File: src/rtl/seq_cycle_pkg.sv
package seq_cycle_pkg;
  localparam int CODE_W = 3;
  typedef logic [CODE_W-1:0] code_t;

  // loop order; the order of these four values is the behaviour
  localparam code_t STEP_A = 3'b000;
  localparam code_t STEP_B = 3'b011;
  localparam code_t STEP_C = 3'b001;
  localparam code_t STEP_D = 3'b111;
endpackage

File: src/rtl/seq_rst_sync.sv
module seq_rst_sync #(
  parameter int STAGES = 2
) (
  input  logic clk,
  input  logic arst_n,
  output logic srst_n
);
  logic [STAGES-1:0] sync_q;

  generate
    if (STAGES == 1) begin : g_single
      always_ff @(posedge clk or negedge arst_n) begin
        if (!arst_n) sync_q <= '0;
        else         sync_q <= 1'b1;
      end
    end else begin : g_chain
      always_ff @(posedge clk or negedge arst_n) begin
        if (!arst_n) sync_q <= '0;
        else         sync_q <= {sync_q[STAGES-2:0], 1'b1};
      end
    end
  endgenerate

  assign srst_n = sync_q[STAGES-1];
endmodule

File: src/rtl/seq_next_logic.sv
module seq_next_logic
  import seq_cycle_pkg::*;
(
  input  code_t cur,
  output code_t nxt,
  output logic  at_last
);
  always_comb begin
    unique case (cur)
      STEP_A:  nxt = STEP_B;
      STEP_B:  nxt = STEP_C;
      STEP_C:  nxt = STEP_D;
      STEP_D:  nxt = STEP_A;
      default: nxt = STEP_A; // codes off the loop re-enter at the start
    endcase
  end

  assign at_last = (cur == STEP_D);
endmodule

File: src/rtl/seq_cycle_counter.sv
module seq_cycle_counter
  import seq_cycle_pkg::*;
#(
  parameter int RST_STAGES = 2
) (
  input  logic              clk,
  input  logic              rst_n,
  input  logic              en,
  output logic [CODE_W-1:0] code,
  output logic              loop_done
);
  logic  rst_sync_n;
  code_t code_q;
  code_t code_d;
  logic  at_last;
  logic  done_q;
  logic  done_d;

  seq_rst_sync #(.STAGES(RST_STAGES)) u_rst (
    .clk    (clk),
    .arst_n (rst_n),
    .srst_n (rst_sync_n)
  );

  seq_next_logic u_next (
    .cur     (code_q),
    .nxt     (code_d),
    .at_last (at_last)
  );

  always_comb begin
    done_d = en & at_last;
  end

  always_ff @(posedge clk or negedge rst_sync_n) begin
    if (!rst_sync_n) begin
      code_q <= STEP_A;
    end else if (en) begin
      code_q <= code_d;
    end
  end

  always_ff @(posedge clk or negedge rst_sync_n) begin
    if (!rst_sync_n) done_q <= 1'b0;
    else             done_q <= done_d;
  end

  assign code      = code_q;
  assign loop_done = done_q;
endmodule

File: config.mk
export PLATFORM = sky130hd
export DESIGN_NAME = seq_cycle_counter
export DESIGN_NICKNAME = d
export VERILOG_FILES = /design/src/rtl/seq_cycle_pkg.sv /design/src/rtl/seq_rst_sync.sv /design/src/rtl/seq_next_logic.sv /design/src/rtl/seq_cycle_counter.sv
export SDC_FILE = /design/constraint.sdc
export NUM_CORES = 1
export LEC_CHECK = 0
export BUFFER_PORTS_ARGS = -buffer_cell sky130_fd_sc_hd__buf_2
export CORE_AREA = 2 2 39 41
export CTS_CLUSTER_SIZE = 30
export DETAILED_ROUTE_END_ITERATION = 7
export DIE_AREA = 0 0 41 43
export PLACE_DENSITY = 0.34
export SLEW_MARGIN = 20
export SYNTH_ARGS = -nofsm -noshare
export SYNTH_HDL_FRONTEND = slang
export SYNTH_SLANG_ARGS = --single-unit
File: constraint.sdc
create_clock -name clk -period 1.25 [get_ports clk]
set_clock_uncertainty 0.2 [all_clocks]
set_input_delay 0.25 -clock clk [delete_from_list [all_inputs] [get_ports clk]]
set_output_delay 0.25 -clock clk [all_outputs]
set_load 0.01 [all_outputs]
==> results of run 1 <==
-- sequential cells by signal (all words and copies together) (netlist names) --
register and cells:
code 3, u_rst.sync_q 2, loop_done 1
-- cell families after synthesis --
logic type	after synthesis	synth area share
flops	6	0.727
buf+inv	1	0.0182
compound gates	3	0.0970
simple gates	4	0.139
other cells	1	0.0182
-- cell usage in the layout, fill, tap and decap left out --
cell	instances
dfrtp_1	6
dlygate4sd3_1	2
buf_4	1
o31ai_1	1
or2b_1	1
inv_1	1
o21ai_0	1
buf_2	6
clkbuf_4	3
a22oi_1	1
and4_1	1
conb_1	1
nand2b_1	2
-- final cells by class --
type | instances | area (um2) | area share
multi-input cells | 8 | 52.6 | 0.171
well taps | 16 | 20.0 | 0.0653
clock buffers | 3 | 22.5 | 0.0735
inverters | 1 | 3.75 | 0.0122
flip-flops and latches | 6 | 150 | 0.490
repair buffers | 9 | 57.6 | 0.188
-- power by group through the flow --
| stage | registers [mW] | logic, mW | clock network [mW] |
|---|---|---|---|
| 2_1_floorplan | 0.313 | 0.0563 | 0 |
| 3_3_place_gp | 0.290 | 0.146 | 0 |
| 3_5_place_dp | 0.295 | 0.148 | 0 |
| 4_1_cts | 0.278 | 0.189 | 0.188 |
| 5_1_grt | 0.281 | 0.210 | 0.206 |
| 6_report | 0.276 | 0.185 | 0.181 |
-- metal layers --
layer	GRT usage	vias up
met5	0	-
met3	0.0314	0
li1	-	75
met2	0.0781	3
met1	0.0592	72
met4	0.0600	0
-- stage by stage --
step           hold slack (ps)  utilization  TNS [ps]  cells  instance area, um2
2_1_floorplan             -246            -         0     15                 206
3_3_place_gp              -163        0.185         0     37                 256
3_5_place_dp              -160        0.185         0     37                 256
4_1_cts                   62.9        0.222         0     43                 307
5_1_grt                   64.0        0.222     -1.53     43                 307
6_report                  57.7        0.222         0     43                 307
-- final timing paths --
kind	start	end	slack [ps]	cells after the start
max in group asynchronous	u_rst.sync_q[1]$_DFF_PN0_	loop_done$_DFF_PN0_	280	1
worst max register to register	code[1]$_DFFE_PN0P_	code[2]$_DFFE_PN0P_	190	2
worst min register to register	u_rst.sync_q[0]$_DFF_PN0_	u_rst.sync_q[1]$_DFF_PN0_	150	0
worst max-delay path	code[0]$_DFFE_PN0P_	code[0]	30	1
min in group asynchronous	rst_n	u_rst.sync_q[0]$_DFF_PN0_	120	2
worst min-delay path	en	code[0]$_DFFE_PN0P_	60	2
-- what timing repair did --
action / CTS / global route
endpoints found under the setup margin: 1 / 2
setup buffers: 1 / 0
cloned: 0 / 0
hold endpoints to repair: 6 / 0
hold buffers: 2 / 0
resized for setup: 0 / 0
-- worst register-to-register path, cell delays in order (launching register included) --
cell	delay, ps
dfrtp_1	380
nand2b_1	180
o31ai_1	210
==> impl_metrics.toml, run 1 <==
[run_status]
status = "finished clean"

[flow_run]
cap_violations = 0

[synthesis]
synth_edf_count = 0
postSynthAreaPerCell_um2 = 13.8
async_flop_share = 1.00
syn-cell-area_um2 = 206
netlist_top_cells_area = "dfrtp_1 (73%), nand2b_1 (6.1%), and4_1 (4.2%)"
synth_top_cells_by_count = "dfrtp_1 (6), nand2b_1 (2)"
synth_ff_type = "dfrtp_1"
synth-seq-cells = 6
post-synth-top-count-cell = "dfrtp_1"
synth_cell_types = 9
syn_inst = 15
synth_seq_area_share = 0.727
synth_top_area_frac = 0.727
yosysWarnings = 0
yosysTopAreaCell = "dfrtp_1"
syn_nets = 18

[sta]
fin_crit_ps = 1220
rsz0062_at_grt = "true"
finalHoldViolations = 0
setup-violations-final = 0
finalWorstSetupSlack_ps = 26.6
post-route-period-util = 0.979
maxSlewViolCount = 0
max_freq_ghz = 0.817

[power_and_ir_drop]
finalPower_mw = 0.642
switching_share = 0.302
power_frac_comb = 0.289
ir_drop_mv = 0.536
clockPowerShare = 0.282
p_sw_mw = 0.194
p_int_mw = 0.448
power_frac_seq = 0.430
p_leak_nw = 0.153
powerDensity_mw_per_mm2 = 2090

[placement]
hpwl_um = 292
port_buffers = 6
place.gp.congestion = 0.552
dp_worst_setup_slack_ps = 171

[global_routing]
grt_pass1_wl_um = 614
grt_max_degree = 6
track_usage = 0.0586
grt_pass1_vias = 169
gr-total-overflow = 0
grt_antenna_before_repair = 0

[final_layout]
fillers = 163
nets = 32
synthToLayoutAreaGrowth_pct = 48.5
drive_gt1_frac = 0.370
diodes = 0

[floorplan]
core_mm2 = 0.00138
rows = 14
io_pins = 7
die_h_um = 43
die_x_um = 41
die-area_mm2 = 0.00176
initial_core_util = 0.149

[routing]
viasPerCell = 3.49
wirelength_met1_um = 157
drc = 0
vias = 150
wl_per_cell_um = 8.72
firstDrtPassIters = 3
drt_wl_total_um = 375
ant_nets = 0
drtIter0Drc = 5
wl_met2_um = 186
met3_length_um = 31
top_layer_used = "met3"

[worst_setup_path]
critical_path_peak_fanout = 3
cp.required_ps = 800
critPathLaunchType = "flop"
crit_family = "flip-flops"
slowest_delay_ps = 390
cp_num_buf_inv = 1
endpoint_kind = "primary output"
crit_slowest_cell = "dfrtp_1"
path_cells = "buf_2"
arrival_ps = 770
worstSetupPathType = "flop to primary output"

[clock_tree]
clk_latency_ps = 240
clock_sinks = 6
clockBufferDepth = 2
htree_levels = 1
clkTransAtPathRegs_ps = 50
cts_tree = "yes"
cts_made_buffers = 3
root_buffer = "clkbuf_4"

[min_path]
hold_class = "input port to flop"
Power figures use the tool's default switching activity.
==> run 2: changes to the inputs <==
--- a/config.mk
+++ b/config.mk
@@ -8,4 +8,5 @@
 export BUFFER_PORTS_ARGS = -buffer_cell sky130_fd_sc_hd__buf_2
 export CORE_AREA = 2 2 39 41
+export CTS_BUF_LIST = sky130_fd_sc_hd__clkbuf_4
 export CTS_CLUSTER_SIZE = 30
 export DETAILED_ROUTE_END_ITERATION = 7
==> constraint.sdc (replaced) <==
create_clock -name clk -period 1.25 [get_ports clk]
set_clock_uncertainty 0.2 [all_clocks]
set_input_delay 0.1875 -clock clk [delete_from_list [all_inputs] [get_ports clk]]
set_output_delay 0.1875 -clock clk [all_outputs]
set_load 0.01 [all_outputs]
==> run 2 against run 1 <==
Effect of this change:
- highest routed layer unchanged
- clock power is essentially flat
- first-iteration DRC count grew 20%
- the run now ends with hold timing left
- combinational power shrank 19%
- register-to-register slack is essentially flat
==> impl_metrics.toml, run 2 (synthesized netlist as in run 1, its figures left out) <==
[routing]
drtIter0Drc = 6
drc = 0
ant_nets = 0
viasPerCell = 3.52
drt_wl_total_um = 356
wl_per_cell_um = 8.48
vias = 148
firstDrtPassIters = 2

[worst_setup_path]
crit_family = "flip-flops"
slowest_delay_ps = 410
cp_num_buf_inv = 1
worstSetupPathType = "flop to primary output"
cp.required_ps = 860
path_cells = "buf_2"
regToRegSetupSlack_ps = 190
arrival_ps = 810
ff2ff_path_depth = 2
crit_slowest_cell = "dfrtp_1"
critical_path_peak_fanout = 6
worstReg2RegEnd = "code[2]$_DFFE_PN0P_"
critPathLaunchType = "flop"
r2r-start = "code[1]$_DFFE_PN0P_"
endpoint_kind = "primary output"

[sta]
setup-violations-final = 0
finalHoldViolations = 1
setup_tns_ps = 0
finalWorstSetupSlack_ps = 52.5
hold_slack_ps = -0.983
post-route-period-util = 0.958
fin_crit_ps = 1200
max_freq_ghz = 0.835
maxSlewViolCount = 0
rsz0062_at_grt = "false"

[clock_tree]
post_cts_resize_count = 0
postCtsSetupBuffers = 0
clkTransAtPathRegs_ps = 50
cts_made_buffers = 3
clk_latency_ps = 240
root_buffer = "clkbuf_4"
cts_tree = "yes"
clockBufferDepth = 2
cts_hold_buf = 2
htree_levels = 1
clock_sinks = 6

[final_layout]
diodes = 0
mostFrequentLayoutCells = "dfrtp_1 (6), buf_2 (6), clkbuf_4 (3), nand2b_1 (2), dlygate4sd3_1 (2)"
largest_register_ff_count = 3
fin_area_um2 = 299
fin_util = 0.216
synthToLayoutAreaGrowth_pct = 44.8
instances_no_fill = 42
nets = 31
fillers = 164
drive_gt1_frac = 0.346

[floorplan]
die_x_um = 41
core_mm2 = 0.00138
io_pins = 7
initial_core_util = 0.149
die_h_um = 43
die-area_mm2 = 0.00176
rows = 14

[global_routing]
grtUsageMet3 = 0.0314
grt_pass1_wl_um = 600
grt_antenna_before_repair = 0
grt_use_met1 = 0.0559
grt_max_degree = 7
gr-total-overflow = 0
track_usage = 0.0576
globalRoute.busiestLayer = "met2"
grt_pass1_vias = 166
grtUsageMet2 = 0.0781

[placement]
dpl_cell_area_um2 = 256
place_inst = 37
place.gp.congestion = 0.552
dp_worst_setup_slack_ps = 171
hpwl_um = 292
port_buffers = 6

[power_and_ir_drop]
finalPower_mw = 0.615
powerDensity_mw_per_mm2 = 2060
ir_drop_mv = 0.566
p_leak_nw = 0.148

[min_path]
whs_path_depth = 2
hold_class = "input port to flop"
hold_path_end = "code[0]$_DFFE_PN0P_"
min-delay-start = "en"

[flow_run]
cap_violations = 0

[run_status]
status = "finished, violations left"
violations = "hold timing"
[run 2: cell count changes in the layout (fill, tap and decap cells not counted)]
cell	change
buf_4	-1
[run 2: power breakdown]
part | switching [mW] | leakage (nW) | internal [mW]
logic | 0.0765 | 0.0609 | 0.0734
registers | 0.0399 | 0.0730 | 0.247
clock network | 0.0693 | 0.0138 | 0.109
total | 0.186 | 0.148 | 0.429
[run 2: metal layers]
metal | vias up | part of all wire
met5 | - | 0
met4 | 0 | 0
met3 | 0 | 0.087
met2 | 3 | 0.51
met1 | 72 | 0.40
li1 | 73 | -
[run 2: layout make-up]
class                           instances  area, um2  share of cell area
Clock buffer                            3       22.5              0.0753
Inverter                                1       3.75              0.0126
Multi-Input combinational cell          8       52.6               0.176
Sequential cell                         6        150               0.502
Tap cell                               16       20.0              0.0669
Timing Repair Buffer                    8       50.0               0.167
[run 2: worst max path at each step]
stage,depth (start not counted),end,startpoint,slack [ps]
floorplan,2,code[2]$_DFFE_PN0P_,code[1]$_DFFE_PN0P_,210
global placement,2,code[2]$_DFFE_PN0P_,code[1]$_DFFE_PN0P_,190
detailed placement,2,code[2]$_DFFE_PN0P_,code[1]$_DFFE_PN0P_,170
CTS,1,code[2],code[2]$_DFFE_PN0P_,40
global route,1,code[2],code[2]$_DFFE_PN0P_,0.6
finish,1,code[2],code[2]$_DFFE_PN0P_,50
